$ cat src/rtl/serport_pkg.sv
package serport_pkg;
  localparam int REGW = 8;
  localparam logic ADDR_CTRL = 1'b0;
  localparam logic ADDR_BUF  = 1'b1;

  typedef enum logic [1:0] {
    MD_SHIFT  = 2'b00,
    MD_ASYNC8 = 2'b01,
    MD_FIX9   = 2'b10,
    MD_VAR9   = 2'b11
  } sp_mode_e;

  typedef enum logic [1:0] {
    RX_IDLE, RX_START, RX_DATA, RX_STOP
  } rx_state_e;
endpackage

$ cat src/rtl/serport_shift.sv
module serport_shift #(
  parameter int DW  = 8,
  parameter int PER = 12
) (
  input  logic          clk,
  input  logic          rst,
  input  logic          tx_go,
  input  logic [DW-1:0] tx_data,
  input  logic          rx_go,
  input  logic          rxd_in,
  output logic          sclk,
  output logic          sd_out,
  output logic          sd_oe,
  output logic          busy,
  output logic          tx_done,
  output logic          rx_done,
  output logic [DW-1:0] rx_data
);
  localparam int HALF = PER / 2;
  localparam int PW   = $clog2(PER);
  localparam int BW   = $clog2(DW);
  localparam logic [PW-1:0] PH_LAST = PW'(PER - 1);
  localparam logic [PW-1:0] PH_MID  = PW'(HALF - 1);
  localparam logic [PW-1:0] PH_HI   = PW'(HALF);
  localparam logic [BW-1:0] BIT_LAST = BW'(DW - 1);

  logic          busy_q, dir_q;
  logic [PW-1:0] ph_q;
  logic [BW-1:0] bit_q;
  logic [DW-1:0] sh_q;
  logic          wrap;

  assign wrap = busy_q && (ph_q == PH_LAST);

  always_ff @(posedge clk) begin
    if (rst) begin
      busy_q <= 1'b0;
      dir_q  <= 1'b0;
      ph_q   <= '0;
      bit_q  <= '0;
      sh_q   <= '0;
    end else if (!busy_q) begin
      if (tx_go) begin
        busy_q <= 1'b1;
        dir_q  <= 1'b1;
        sh_q   <= tx_data;
        ph_q   <= '0;
        bit_q  <= '0;
      end else if (rx_go) begin
        busy_q <= 1'b1;
        dir_q  <= 1'b0;
        ph_q   <= '0;
        bit_q  <= '0;
      end
    end else begin
      ph_q <= wrap ? '0 : ph_q + 1'b1;
      if (!dir_q && ph_q == PH_MID) sh_q <= {rxd_in, sh_q[DW-1:1]};
      if (dir_q && wrap)            sh_q <= {1'b0, sh_q[DW-1:1]};
      if (wrap) begin
        if (bit_q == BIT_LAST) busy_q <= 1'b0;
        else                   bit_q  <= bit_q + 1'b1;
      end
    end
  end

  assign sclk    = !busy_q || (ph_q >= PH_HI);
  assign sd_out  = sh_q[0];
  assign sd_oe   = busy_q && dir_q;
  assign busy    = busy_q;
  assign tx_done = wrap && dir_q && (bit_q == BIT_LAST);
  assign rx_done = wrap && !dir_q && (bit_q == BIT_LAST);
  assign rx_data = sh_q;
endmodule

$ cat src/rtl/serport_atx.sv
module serport_atx #(
  parameter int DW  = 8,
  parameter int OVS = 16
) (
  input  logic          clk,
  input  logic          rst,
  input  logic          tick,
  input  logic          go,
  input  logic          nine,
  input  logic          b9,
  input  logic [DW-1:0] data,
  output logic          txd,
  output logic          busy,
  output logic          stop_start
);
  localparam int FW = DW + 3;
  localparam int CW = $clog2(FW + 1);
  localparam int KW = $clog2(OVS);
  localparam logic [KW-1:0] K_LAST = KW'(OVS - 1);

  logic          busy_q;
  logic [FW-1:0] sh_q;
  logic [KW-1:0] cnt_q;
  logic [CW-1:0] nb_q, last_q;
  logic          bit_end;

  assign bit_end = busy_q && tick && (cnt_q == K_LAST);

  always_ff @(posedge clk) begin
    if (rst) begin
      busy_q <= 1'b0;
      sh_q   <= '1;
      cnt_q  <= '0;
      nb_q   <= '0;
      last_q <= '0;
    end else if (!busy_q) begin
      if (go) begin
        busy_q <= 1'b1;
        sh_q   <= nine ? {1'b1, b9, data, 1'b0} : {2'b11, data, 1'b0};
        last_q <= nine ? CW'(FW) : CW'(FW - 1);
        cnt_q  <= '0;
        nb_q   <= '0;
      end
    end else if (bit_end) begin
      cnt_q <= '0;
      sh_q  <= {1'b1, sh_q[FW-1:1]};
      nb_q  <= nb_q + 1'b1;
      if (nb_q + 1'b1 == last_q) busy_q <= 1'b0;
    end else if (tick) begin
      cnt_q <= cnt_q + 1'b1;
    end
  end

  assign txd        = !busy_q || sh_q[0];
  assign busy       = busy_q;
  assign stop_start = bit_end && (nb_q + CW'(2) == last_q);
endmodule

$ cat src/rtl/serport_arx.sv
module serport_arx
  import serport_pkg::*;
#(
  parameter int DW  = 8,
  parameter int OVS = 16
) (
  input  logic          clk,
  input  logic          rst,
  input  logic          tick,
  input  logic          en,
  input  logic          nine,
  input  logic          rxd,
  output logic          done,
  output logic [DW-1:0] data,
  output logic          bit9,
  output logic          stop_ok
);
  localparam int KW = $clog2(OVS);
  localparam int BW = $clog2(DW + 1);
  localparam logic [KW-1:0] K_LAST = KW'(OVS - 1);
  localparam logic [KW-1:0] K_MID  = KW'(OVS / 2 - 1);

  rx_state_e     st_q;
  logic [1:0]    sync_q;
  logic          rxs;
  logic [KW-1:0] cnt_q;
  logic [BW-1:0] bit_q;
  logic [DW:0]   sh_q;
  logic          stop_q, done_q;

  assign rxs = sync_q[1];

  always_ff @(posedge clk) begin
    if (rst) begin
      sync_q <= 2'b11;
      st_q   <= RX_IDLE;
      cnt_q  <= '0;
      bit_q  <= '0;
      sh_q   <= '0;
      stop_q <= 1'b0;
      done_q <= 1'b0;
    end else begin
      sync_q <= {sync_q[0], rxd};
      done_q <= 1'b0;
      if (tick) begin
        unique case (st_q)
          RX_IDLE: if (en && !rxs) begin
            st_q  <= RX_START;
            cnt_q <= '0;
          end
          RX_START: begin
            cnt_q <= cnt_q + 1'b1;
            if (cnt_q == K_MID) begin
              cnt_q <= '0;
              bit_q <= '0;
              st_q  <= rxs ? RX_IDLE : RX_DATA;
            end
          end
          RX_DATA: begin
            cnt_q <= cnt_q + 1'b1;
            if (cnt_q == K_LAST) begin
              cnt_q <= '0;
              sh_q  <= {rxs, sh_q[DW:1]};
              bit_q <= bit_q + 1'b1;
              if (bit_q == (nine ? BW'(DW) : BW'(DW - 1))) st_q <= RX_STOP;
            end
          end
          RX_STOP: begin
            cnt_q <= cnt_q + 1'b1;
            if (cnt_q == K_LAST) begin
              stop_q <= rxs;
              done_q <= 1'b1;
              st_q   <= RX_IDLE;
            end
          end
          default: st_q <= RX_IDLE;
        endcase
      end
    end
  end

  assign done    = done_q;
  assign data    = nine ? sh_q[DW-1:0] : sh_q[DW:1];
  assign bit9    = nine ? sh_q[DW] : stop_q;
  assign stop_ok = stop_q;
endmodule

$ cat src/rtl/serport.sv
module serport
  import serport_pkg::*;
#(
  parameter int M0_PER   = 12,
  parameter int FIX_SLOW = 4,
  parameter int FIX_FAST = 2,
  parameter int OVS      = 16
) (
  input  logic            clk,
  input  logic            rst,
  input  logic            addr,
  input  logic            wr,
  input  logic [REGW-1:0] wdata,
  output logic [REGW-1:0] rdata,
  input  logic            baud_tick,
  input  logic            fast_fix,
  input  logic            rxd_in,
  output logic            rxd_out,
  output logic            rxd_oe,
  output logic            txd,
  output logic            irq_tx,
  output logic            irq_rx
);
  localparam int DVW = $clog2(FIX_SLOW + 1);

  sp_mode_e        mode_q;
  logic            mc_q, ren_q, tb8_q, rb8_q, ti_q, ri_q;
  logic [REGW-1:0] rbuf_q;
  logic [DVW-1:0]  dv_q;
  logic            fix_tick, samp_tick, is_shift, nine;
  logic            wr_ctrl, wr_buf;
  logic            sh_clk, sh_out, sh_oe, sh_busy, sh_txd, sh_rxd;
  logic [REGW-1:0] sh_data;
  logic            at_txd, at_busy, at_stop;
  logic            ar_done, ar_b9, ar_stop;
  logic [REGW-1:0] ar_data;
  logic            acc_async, acc_shift, ar_pass;

  assign is_shift = (mode_q == MD_SHIFT);
  assign nine     = mode_q[1];
  assign wr_ctrl  = wr && (addr == ADDR_CTRL);
  assign wr_buf   = wr && (addr == ADDR_BUF);

  // internal rate for the fixed 9-bit mode
  assign fix_tick = (dv_q >= (fast_fix ? DVW'(FIX_FAST - 1) : DVW'(FIX_SLOW - 1)));
  always_ff @(posedge clk) begin
    if (rst)           dv_q <= '0;
    else if (fix_tick) dv_q <= '0;
    else               dv_q <= dv_q + 1'b1;
  end
  assign samp_tick = (mode_q == MD_FIX9) ? fix_tick : baud_tick;

  serport_shift #(.DW(REGW), .PER(M0_PER)) u_shift (
    .clk(clk), .rst(rst),
    .tx_go(is_shift && wr_buf), .tx_data(wdata),
    .rx_go(is_shift && ren_q && !ri_q), .rxd_in(rxd_in),
    .sclk(sh_clk), .sd_out(sh_out), .sd_oe(sh_oe), .busy(sh_busy),
    .tx_done(sh_txd), .rx_done(sh_rxd), .rx_data(sh_data)
  );

  serport_atx #(.DW(REGW), .OVS(OVS)) u_atx (
    .clk(clk), .rst(rst), .tick(samp_tick),
    .go(!is_shift && wr_buf), .nine(nine), .b9(tb8_q), .data(wdata),
    .txd(at_txd), .busy(at_busy), .stop_start(at_stop)
  );

  serport_arx #(.DW(REGW), .OVS(OVS)) u_arx (
    .clk(clk), .rst(rst), .tick(samp_tick),
    .en(ren_q && !is_shift), .nine(nine), .rxd(rxd_in),
    .done(ar_done), .data(ar_data), .bit9(ar_b9), .stop_ok(ar_stop)
  );

  // multiprocessor filter: address bit in 9-bit modes, stop validity in 8-bit mode
  assign ar_pass   = !mc_q || ((mode_q == MD_ASYNC8) ? ar_stop : ar_b9);
  assign acc_async = ar_done && !is_shift && !ri_q && ar_pass;
  assign acc_shift = sh_rxd && is_shift && !ri_q;

  always_ff @(posedge clk) begin
    if (rst) begin
      mode_q <= MD_SHIFT;
      {mc_q, ren_q, tb8_q, rb8_q, ti_q, ri_q} <= '0;
      rbuf_q <= '0;
    end else begin
      if (wr_ctrl) begin
        mode_q <= sp_mode_e'(wdata[7:6]);
        {mc_q, ren_q, tb8_q, rb8_q, ti_q, ri_q} <= wdata[5:0];
      end
      if (sh_txd || at_stop) ti_q <= 1'b1;
      if (acc_async) begin
        rbuf_q <= ar_data;
        rb8_q  <= ar_b9;
        ri_q   <= 1'b1;
      end
      if (acc_shift) begin
        rbuf_q <= sh_data;
        ri_q   <= 1'b1;
      end
    end
  end

  assign rdata   = (addr == ADDR_CTRL) ? {mode_q, mc_q, ren_q, tb8_q, rb8_q, ti_q, ri_q} : rbuf_q;
  assign txd     = is_shift ? sh_clk : at_txd;
  assign rxd_out = sh_out;
  assign rxd_oe  = sh_oe;
  assign irq_tx  = ti_q;
  assign irq_rx  = ri_q;
endmodule

$ cat config.mk
export PLATFORM = sky130hd
export DESIGN_NAME = serport
export DESIGN_NICKNAME = d
export VERILOG_FILES = /design/src/rtl/serport_pkg.sv /design/src/rtl/serport_shift.sv /design/src/rtl/serport_atx.sv /design/src/rtl/serport_arx.sv /design/src/rtl/serport.sv
export SDC_FILE = /design/constraint.sdc
export NUM_CORES = 1
export LEC_CHECK = 0
export ABC_AREA = 1
export BUFFER_PORTS_ARGS = -buffer_cell sky130_fd_sc_hd__clkbuf_2
export CELL_PAD_IN_SITES_DETAIL_PLACEMENT = 1
export CELL_PAD_IN_SITES_GLOBAL_PLACEMENT = 2
export CORE_UTILIZATION = 34
export CTS_CLUSTER_DIAMETER = 100
export DETAILED_ROUTE_END_ITERATION = 8
export GPL_TIMING_DRIVEN = 0
export PLACE_DENSITY = 0.76
export SYNTH_ARGS = -nofsm -noshare
export SYNTH_HDL_FRONTEND = slang
export SYNTH_SLANG_ARGS = --single-unit
$ cat constraint.sdc
create_clock -name clk -period 2.13 [get_ports clk]
set_input_delay 0 -clock clk [delete_from_list [all_inputs] [get_ports clk]]
set_output_delay 0 -clock clk [all_outputs]
set_load 0.05 [all_outputs]
==> impl_metrics.py, run 1 <==
metrics = {
    "sta": {
        "grt_setup_unrepaired": "no",
        "relSlewSlack_pct": 54.77,
        "setup_violations": 0,
        "worst_pin_slew_ns": 0.6784,
        "hold_viol": 0,
        "fmax_mhz": 551.0,
        "finalCritPeriodShare_pct": 85.21,
        "clock_skew_ns": 0.004443,
        "period_needed_ns": 1.815,
        "drv_slew": 0,
        "tns_ns": 0,
    },
    "clock_tree": {
        "cts.sink_count": 80,
        "cts_tree": "built",
        "cts_buffers": 9,
        "clockBufferDepth": 2,
        "post_cts_resized": 0,
        "cts-root-buf": "clkbuf_16",
        "clk_pin_slew_worst_paths_ns": 0.06,
        "worst_skew_pair.late_latency_ns": 0.35,
        "cts_max_level": 3,
    },
    "routing": {
        "drcViolationCount": 0,
        "wl_per_cell_um": 16.31,
        "drt_iter0_markers": 214,
        "vias_per_cell": 5.100,
        "totalWireLength_um": 12340,
        "vias": 3861,
        "final_antenna_net_count": 0,
        "first_pass_iters": 4,
    },
    "worst_setup_path": {
        "startpoint_type": "flop",
        "crit_chain": "ha_1 > nand3_2 > nor2_2 > nand2_2 > buf_6 > o211ai_1 > a21oi_1",
        "critPathRequiredTime_ns": 2.34,
        "cp_top_family": "simple AND/OR/NAND/NOR gates",
        "critPathKind": "reg2reg",
        "crit_fanout": 10,
        "arrival_ns": 2.02,
        "crit_buf_inv": 1,
        "slowest_delay_ns": 0.43,
        "cpMaxStageDelayCell": "dfxtp_1",
        "worstSetupEndpointType": "flop",
    },
    "global_routing": {
        "grt_pass1_wl_um": 20180,
        "antenna_found_initial": 0,
        "track_usage_pct": 21.13,
        "grt_max_degree": 13,
        "grt_pass1_vias": 3939,
        "grt_overflow": 0,
    },
    "pwr": {
        "ir_worst_vdd_mv": 0.5133,
        "leakagePower_uw": 0.002045,
        "p_total_uw": 3832,
        "p_per_area_nw_per_um2": 808.9,
    },
    "floorplanning": {
        "io_pins": 28,
        "coreArea_sq_um": 11520,
        "dieWidth_um": 111.2,
        "die_area_sq_um": 12360,
        "rows": 39,
        "die_h_um": 111.2,
        "initial_core_util_pct": 35.20,
    },
    "place": {
        "place.detailed.hpwl_um": 9319,
        "io_buffer_count": 26,
        "gp_congestion": 0.7610,
    },
    "status": {
        "status": "completed",
    },
    "logic_synthesis": {
        "synth_most_common_cell": "nand2_1",
        "synth_edf_count": 0,
        "yosysTopAreaCellShare_pct": 39.51,
        "synth_area_leaders": "dfxtp_1 (40%), nand2_1 (11%), a21oi_1 (8.8%), o21ai_0 (6.3%), inv_1 (5.5%)",
        "netlist_top_cells_count": "nand2_1 (118), dfxtp_1 (80), a21oi_1 (71), inv_1 (59), nor2_1 (54)",
        "yosys_warnings": 0,
        "synth_flop_cell": "dfxtp_1",
        "syn_inst": 568,
        "syn_nets": 599,
        "ys_types": 35,
        "avgSynthCellArea_sq_um": 7.137,
        "yosysSeqAreaShare_pct": 39.51,
        "yosysTopAreaCell": "dfxtp_1",
        "yosys_register_bits": 80,
        "async_reset_ff_share_pct": 0,
        "syn_area_sq_um": 4054,
    },
    "layout": {
        "n_antenna_cell": 0,
        "final_nets": 640,
        "syn_to_final_growth_pct": 16.85,
        "layout-drive-gt1-share_pct": 12.54,
    },
    "run": {
        "maxCapViolCount": 0,
    },
    "worst_hold_path": {
        "hp-class": "in2reg",
    },
}
layer usage:
layer | part of all wire, % | up-vias | routed length (um) | GRT usage (%)
met5 | 0 | - | 0 | 0
li1 | - | 1958 | - | -
met3 | 2.0 | 15 | 242 | 2.952
met4 | 1.6 | 0 | 195 | 8.108
met1 | 50 | 1857 | 6167 | 28.13
met2 | 47 | 31 | 5740 | 34.54
stage by stage:
step | setup slack [ns] | hold slack [ns] | util, % | cells | instance area (sq um)
floorplan | 0.2241 | 0.1038 | - | 568 | 4054
global placement | 0.3417 | 0.2728 | 37.89 | 737 | 4363
detailed placement | 0.3106 | 0.2669 | 37.89 | 737 | 4363
CTS | 0.2870 | 0.006466 | 41.13 | 757 | 4737
global route | 0.1339 | 0.02930 | 41.13 | 757 | 4737
finish | 0.3150 | 0.005491 | 41.13 | 757 | 4737
cells by family (layout without fill, tap and decap cells):
logic type,Yosys count,in the layout,synth area share (%)
AND/OR/NAND/NOR,239,239,26.64
buffers and inverters,84,130,8.889
AO/OA/AOI/OAI,144,144,18.95
adder cells (fa/ha/maj),16,16,4.938
XOR/XNOR,5,5,1.080
flip-flops,80,80,39.51
what timing repair did:
item / 4_1_cts / 5_1_grt
endpoints found under the hold margin: 5 / 0
setup buffers: 0 / 0
hold buffers: 4 / 0
worst reg2reg max path: stages (launching register included):
cell	delay, ns
dfxtp_1	0.43
ha_1	0.28
nand3_2	0.13
nor2_2	0.16
nand2_2	0.17
buf_6	0.19
o211ai_1	0.22
a21oi_1	0.10
worst paths after layout:
| kind | from | to | slack [ns] | cells past startpoint |
|---|---|---|---|---|
| worst max-delay path | u_shift.ph_q[1] | rbuf_q[2] | 0.32 | 7 |
| worst min-delay path | wdata[6] | mode_q[0] | 0.005 | 3 |
| worst min register to register | u_arx.sync_q[0] | u_arx.sync_q[1] | 0.42 | 1 |
| worst max register to register | u_shift.ph_q[1] | rbuf_q[2] | 0.32 | 7 |
area by class of cell:
| cell class | count | area (sq um) |
|---|---|---|
| Inverter | 63 | 236.5 |
| Buffer | 21 | 123.9 |
| Fill cell | 1489 | 6779 |
| Multi-Input combinational cell | 404 | 2092 |
| Clock buffer | 14 | 274.0 |
| Tap cell | 143 | 178.9 |
| Clock inverter | 2 | 60.06 |
| Sequential cell | 80 | 1602 |
| Timing Repair Buffer | 30 | 170.2 |
layout by cell type (no fill, tap or decap), types with 7 or more instances in the layout:
cell / count
o21ai_0: 51
nand2_1: 118
nand4_1: 7
nor2_1: 54
ha_1: 16
nand3_1: 34
a21oi_1: 71
dfxtp_1: 80
clkbuf_2: 26
clkbuf_1: 14
o211ai_1: 10
clkbuf_16: 9
inv_1: 59
state kept, by name, summed over array words and instances (netlist names), 2 cells and up, named ones only:
name	count
u_shift.bit_q	3
rbuf_q	8
u_shift.rx_data	8
u_atx.cnt_q	4
mode_q	2
u_arx.sh_q	9
u_arx.cnt_q	4
u_arx.bit_q	4
u_atx.sh_q	10
u_atx.nb_q	4
dv_q	3
u_arx.sync_q	2
u_atx.last_q	2
u_shift.ph_q	4
power breakdown:
group,internal (uW),switching (uW),leakage [uW]
registers,1560,51.3,0.000650
clock network,1120,645,0.000163
logic,141,307,0.00123
total,2830,1000,0.00205
No activity file was read; power rests on OpenSTA's default activity.
==> inputs of run 2 (changes only) <==
--- a/config.mk
+++ b/config.mk
@@ -5,11 +5,10 @@
 export SDC_FILE = /design/constraint.sdc
 export NUM_CORES = 1
 export LEC_CHECK = 0
-export ABC_AREA = 1
 export BUFFER_PORTS_ARGS = -buffer_cell sky130_fd_sc_hd__clkbuf_2
 export CELL_PAD_IN_SITES_DETAIL_PLACEMENT = 1
 export CELL_PAD_IN_SITES_GLOBAL_PLACEMENT = 2
-export CORE_UTILIZATION = 34
+export CORE_UTILIZATION = 37
 export CTS_CLUSTER_DIAMETER = 100
 export DETAILED_ROUTE_END_ITERATION = 8
 export GPL_TIMING_DRIVEN = 0
==> run 2 against run 1 <==
  * First-iteration DRC count decreased by 36%
  * Sequential power about the same
  * Maximum frequency decreased by 14%
  * Synthesized cell count decreased by 17%
  * Global-route usage increased by 1.0 points
  * Flip-flop and latch count unchanged
  * Hold slack improved by 0.025 ns
  * Sequential share of layout area decreased by 0.61 points
  * Wire length decreased by 0.98%
  * Register-to-register slack got worse by 0.29 ns
  * Largest power group is now registers
  * Highest routed layer unchanged
==> impl_metrics.py, run 2 <==
metrics = {
    "layout": {
        "largestRegisters": "u_atx.sh_q (10), u_arx.sh_q (9)",
        "syn_to_final_growth_pct": 16.99,
        "nFillCells": 1294,
        "final_cell_mix": "dfxtp_1 (78), nor2_1 (50), a21oi_1 (36), clkbuf_2 (31), nand2_1 (29)",
        "largest_register": "u_atx.sh_q",
        "n_antenna_cell": 0,
        "layout-drive-gt1-share_pct": 19.23,
        "final_common_cell": "dfxtp_1",
        "largest_reg_flops": 10,
        "final_cell_area_sq_um": 4832,
        "final_nets": 547,
        "final_cells": 660,
    },
    "pwr": {
        "ir_worst_vdd_mv": 0.3304,
        "p_per_area_nw_per_um2": 663.3,
        "leakagePower_uw": 0.001843,
    },
    "routing": {
        "first_pass_iters": 4,
        "totalWireLength_um": 12220,
        "vias": 3613,
        "wl_per_cell_um": 18.52,
        "vias_per_cell": 5.474,
        "final_antenna_net_count": 0,
        "drcViolationCount": 0,
        "drt_iter0_markers": 138,
    },
    "logic_synthesis": {
        "synth_flop_cell": "dfxtp_1",
        "syn_area_sq_um": 4130,
        "yosys_register_bits": 80,
        "yosysTopAreaCell": "dfxtp_1",
        "yosysSeqAreaShare_pct": 38.78,
        "synth_edf_count": 0,
        "async_reset_ff_share_pct": 0,
        "ys_types": 51,
        "syn_nets": 502,
        "yosysTopAreaCellShare_pct": 38.78,
        "avgSynthCellArea_sq_um": 8.769,
        "netlist_top_cells_count": "dfxtp_1 (80), nor2_1 (51), a21oi_1 (36), nand2_1 (29)",
        "yosys_warnings": 0,
        "synth_area_leaders": "dfxtp_1 (39%), mux2_2 (7.4%), mux2i_1 (6.5%), ha_1 (4.8%), nor2_1 (4.6%)",
        "synth_most_common_cell": "dfxtp_1",
        "syn_inst": 471,
    },
    "worst_setup_path": {
        "critPathRequiredTime_ns": 2.34,
        "cpMaxStageDelayCell": "or4_1",
        "slowest_delay_ns": 0.49,
        "startpoint_type": "flop",
        "crit_chain": "buf_6 > or4_1 > or3_4 > o311ai_4 > clkbuf_16 > mux2i_1 > nor2_1",
        "worstSetupEndpointType": "flop",
        "critPathKind": "reg2reg",
        "crit_fanout": 10,
        "arrival_ns": 2.32,
    },
    "sta": {
        "clock_skew_ns": 0.01241,
        "setup_violations": 0,
        "finalCritPeriodShare_pct": 98.74,
        "grt_setup_unrepaired": "yes",
        "fmax_mhz": 475.5,
        "drv_slew": 0,
        "worst_pin_slew_ns": 0.7375,
        "hold_viol": 0,
        "period_needed_ns": 2.103,
        "relSlewSlack_pct": 50.83,
    },
    "global_routing": {
        "track_usage_pct": 22.17,
        "grt_max_degree": 13,
        "antenna_found_initial": 0,
        "grt_overflow": 0,
        "grt_pass1_wl_um": 19400,
        "grt_pass1_vias": 3656,
    },
    "clock_tree": {
        "cts_max_level": 3,
        "cts.sink_count": 80,
        "clockBufferDepth": 2,
        "cts_buffers": 9,
        "clk_pin_slew_worst_paths_ns": 0.07,
        "worst_skew_pair.late_latency_ns": 0.35,
        "cts-root-buf": "clkbuf_8",
        "cts_tree": "built",
    },
    "place": {
        "post_dp_cell_area_sq_um": 4436,
        "gp_congestion": 0.7897,
        "place.detailed.hpwl_um": 8728,
        "io_buffer_count": 26,
        "dp.cells": 637,
    },
    "floorplanning": {
        "rows": 38,
        "die_area_sq_um": 11590,
        "io_pins": 28,
        "die_h_um": 107.7,
        "initial_core_util_pct": 38.10,
        "coreArea_sq_um": 10840,
        "dieWidth_um": 107.7,
    },
    "run": {
        "maxCapViolCount": 0,
    },
    "worst_hold_path": {
        "hp-class": "in2reg",
    },
    "status": {
        "status": "completed",
    },
}
-- run 2: logic make-up after synthesis --
family,share of synthesized area [%]
compound gates,15.78
xor+xnor,0.8484
fa+ha+maj,4.847
buf+inv,4.332
flops,38.78
mux,13.90
simple gates,21.51
-- run 2: report_power, final --
part | leakage [uW] | internal, uW | switching [uW] | total [uW]
Sequential | 0.000650 | 1550 | 55.0 | 1600
Combinational | 0.00109 | 157 | 254 | 411
Clock | 0.000102 | 633 | 556 | 1190
-- run 2: critical path, delay by kind of cell, from the launching register on --
kind	cells	cell delay, ns
compound gates	1	0.15
buf+inv	2	0.36
flops	1	0.31
mux	1	0.18
simple gates	3	0.97
-- run 2: routing by layer --
layer / global-route usage [%] / share of wire (%) / vias to the layer above
met4: 5.577 / 1.2 / 0
met5: 0 / 0 / -
met3: 3.632 / 2.9 / 11
met1: 29.23 / 47 / 1769
li1: - / - / 1788
met2: 37.45 / 49 / 45
-- run 2: cell type report --
type | instances | area [sq um] | share of cell area (%)
clock buffer | 13 | 168.9 | 3.496
sequential | 80 | 1604 | 33.20
tap | 140 | 175.2 | 3.625
inverter | 11 | 41.29 | 0.8545
buffer | 26 | 138.9 | 2.874
timing repair buffer | 36 | 240.2 | 4.972
clock inverter | 2 | 37.54 | 0.7768
multi-input combinational | 352 | 2426 | 50.21
-- run 2: per-stage QoR --
step                      power, uW  setup slack [ns]  setup TNS, ns  hold slack, ns  utilization [%]
after floorplan                1878            0.1515              0          0.1038                -
after global placement         1996           -0.1252         -1.483          0.2532            40.92
after detailed placement       2010           -0.1385         -2.134          0.2432            40.92
after CTS                      3218          0.001995              0        0.003637            43.92
after global routing           3348          -0.08998        -0.1728         0.05051            44.58
final                          3205           0.02679              0         0.03097            44.58
-- run 2: what timing repair did --
item / CTS / global route
cloned: 0 / 1
setup buffers: 1 / 1
hold buffers: 7 / 0
resized for setup: 14 / 16
hold endpoints to repair: 8 / 0
setup endpoints to repair: 39 / 23
-- run 2: worst paths after layout --
check / from / to / slack (ns) / cells after the start
worst max register to register: mode_q[0] / rbuf_q[1] / 0.03 / 7
worst min register to register: u_arx.sync_q[0] / u_arx.sync_q[1] / 0.45 / 1
worst max-delay path: mode_q[0] / rbuf_q[1] / 0.03 / 7
worst min-delay path: wdata[1] / irq_tx / 0.03 / 3
==> inputs of run 3 (changes only) <==
==> constraint.sdc (replaced) <==
create_clock -name clk -period 2 [get_ports clk]
set_input_delay 0 -clock clk [delete_from_list [all_inputs] [get_ports clk]]
set_output_delay 0 -clock clk [all_outputs]
set_load 0.05 [all_outputs]
==> run 3 against run 2 <==
  * Critical path type unchanged
  * Maximum frequency rose by 0.14%
  * Sequential share of layout area fell by 1.0 points
  * Wire length rose by 3.0%
  * Sequential power rose by 7%
  * Total power rose by 8.8%
  * Global-route usage rose by 0.63 points
  * Largest cell class unchanged
  * Clock power rose by 7%
  * Flip-flop and latch count did not move
  * The run now ends with negative setup slack left
  * First-iteration DRC count rose by 9.4%
==> impl_metrics.py, run 3 (synthesized netlist as in run 2, its figures left out) <==
metrics = {
    "layout": {
        "largest_reg_flops": 10,
        "syn_to_final_growth_pct": 21.63,
        "final_common_cell": "dfxtp_1",
        "largest_register": "u_atx.sh_q",
        "final_cell_area_sq_um": 5024,
        "final_nets": 564,
        "n_antenna_cell": 0,
        "layout-drive-gt1-share_pct": 25.14,
        "nFillCells": 1283,
        "final_cell_mix": "dfxtp_1 (70), nor2_1 (50), a21oi_1 (35), clkbuf_2 (29), nand2_1 (28)",
        "largestRegisters": "u_atx.sh_q (10), u_arx.sh_q (9)",
    },
    "sta": {
        "period_needed_ns": 2.100,
        "worst_pin_slew_ns": 0.7236,
        "drv_slew": 0,
        "setup_violations": 8,
        "finalCritPeriodShare_pct": 105.0,
        "whs_ns": 0.02369,
        "relSlewSlack_pct": 51.76,
        "clock_skew_ns": 0.01265,
        "grt_setup_unrepaired": "yes",
        "hold_viol": 0,
        "fmax_mhz": 476.1,
        "fin_ws_ns": -0.1002,
    },
    "routing": {
        "drcViolationCount": 0,
        "vias_per_cell": 5.464,
        "vias": 3699,
        "final_antenna_net_count": 0,
        "first_pass_iters": 4,
        "wl_per_cell_um": 18.59,
        "totalWireLength_um": 12590,
        "drt_iter0_markers": 151,
    },
    "worst_setup_path": {
        "ff2ff_path_depth": 7,
        "startpoint_type": "flop",
        "cpMaxStageDelayCell": "or4_1",
        "critPathKind": "reg2reg",
        "arrival_ns": 2.32,
        "r2r_slack_ns": -0.10,
        "critPathRequiredTime_ns": 2.22,
        "crit_chain": "or4_1 > or3_4 > buf_6 > o311ai_4 > buf_8 > mux2i_1 > nor2_1",
        "worstSetupEndpointType": "flop",
        "timing.rr.start": "mode_q[0]",
        "slowest_delay_ns": 0.51,
        "crit_buf_inv": 2,
        "cp_top_family": "simple AND/OR/NAND/NOR gates",
        "rr_endpoint": "rbuf_q[4]",
        "crit_fanout": 5,
    },
    "clock_tree": {
        "clockBufferDepth": 2,
        "cts-root-buf": "clkbuf_8",
        "cts_max_level": 3,
        "cts_buffers": 9,
        "cts.sink_count": 80,
        "worst_skew_pair.late_latency_ns": 0.36,
        "cts_tree": "built",
        "clk_pin_slew_worst_paths_ns": 0.07,
    },
    "pwr": {
        "p_switching_uw": 949.9,
        "leakagePower_uw": 0.001925,
        "p_sw_share_pct": 27.25,
        "ir_worst_vdd_mv": 0.3540,
        "p_int_uw": 2536,
        "pwr-share-seq_pct": 49.2,
        "clockPowerShare_pct": 36.5,
        "combPwrFrac_pct": 14.2,
        "p_per_area_nw_per_um2": 693.9,
    },
    "floorplanning": {
        "die_area_sq_um": 11590,
        "rows": 38,
        "io_pins": 28,
        "dieWidth_um": 107.7,
        "die_h_um": 107.7,
        "coreArea_sq_um": 10840,
        "initial_core_util_pct": 38.10,
    },
    "global_routing": {
        "track_usage_pct": 22.80,
        "grt_max_degree": 13,
        "grt_overflow": 0,
        "grt_pass1_wl_um": 19990,
        "antenna_found_initial": 0,
        "grt_pass1_vias": 3750,
    },
    "worst_hold_path": {
        "hp-class": "in2reg",
        "worstHoldStart": "wdata[1]",
        "min_path_cells": 3,
        "min_to": "irq_tx",
    },
    "place": {
        "place.detailed.hpwl_um": 8728,
        "place_ws_ns": -0.2685,
        "io_buffer_count": 26,
        "post_dp_cell_area_sq_um": 4436,
        "gp_congestion": 0.7897,
    },
    "status": {
        "violations": "negative setup slack",
        "status": "complete, but fails checks",
    },
    "run": {
        "maxCapViolCount": 0,
    },
}
## run 3: changes by cell type in the layout (fill, tap and decap cells not counted), sizes merged
cell,delta
buf,+21
clkbuf,-4
clkinv,-1
clkinvlp,+1
## run 3: power by group through the flow
stage	Combinational [uW]	Sequential, uW	Clock [uW]
finish	496	1720	1270
global route	538	1720	1370
CTS	455	1710	1300
detailed placement	402	1740	0
global placement	389	1740	0
floorplan	268	1730	0
## run 3: final cells by class
class / count / area (sq um) / share of cell area (%)
buffer: 26 / 138.9 / 2.765
clock buffer: 13 / 168.9 / 3.362
clock inverter: 2 / 37.54 / 0.7472
inverter: 11 / 45.04 / 0.8966
multi-input combinational: 352 / 2474 / 49.24
sequential: 80 / 1617 / 32.18
tap: 140 / 175.2 / 3.487
timing repair buffer: 53 / 367.9 / 7.323
## run 3: per-layer routing
| metal | track usage, % | up-vias | share of wire [%] |
|---|---|---|---|
| met4 | 5.577 | 0 | 1.0 |
| met5 | 0 | - | 0 |
| li1 | - | 1815 | - |
| met3 | 3.632 | 10 | 1.8 |
| met1 | 29.64 | 1834 | 48 |
| met2 | 39.19 | 40 | 50 |
## run 3: worst min-delay path, stage by stage
cell,delay (ns)
clkbuf_2,0.13
nand2_1,0.07
a41oi_1,0.10
## run 3: worst max-delay path by stage
| stage | start | cells past startpoint | to | slack (ns) |
|---|---|---|---|---|
| after floorplan | irq_rx | 7 | rbuf_q[0] | 0.02 |
| after global placement | dv_q[1] | 7 | u_atx.sh_q[7] | -0.26 |
| after detailed placement | u_shift.ph_q[0] | 8 | rbuf_q[4] | -0.27 |
| after CTS | mode_q[0] | 8 | rbuf_q[4] | -0.12 |
| after global routing | mode_q[0] | 7 | rbuf_q[3] | -0.13 |
| final | mode_q[0] | 7 | rbuf_q[4] | -0.10 |
## run 3: metrics by stage
step                TNS [ns]  utilization, %  instances  power (uW)
floorplan                  0               -        471        2000
CTS                  -0.7090           45.21        670        3463
detailed placement    -7.731           40.92        637        2141
finish               -0.5258           46.34        677        3486
global route         -0.9024           46.34        677        3634
global placement      -5.911           40.92        637        2126
## run 3: repair_timing
action | 4_1_cts | 5_1_grt
hold endpoints to repair | 8 | 0
hold buffers | 7 | 0
gates resized for setup | 29 | 24
setup buffers | 9 | 8
pin swaps | 3 | 4
cloned | 3 | 0
setup endpoints to repair | 56 | 41
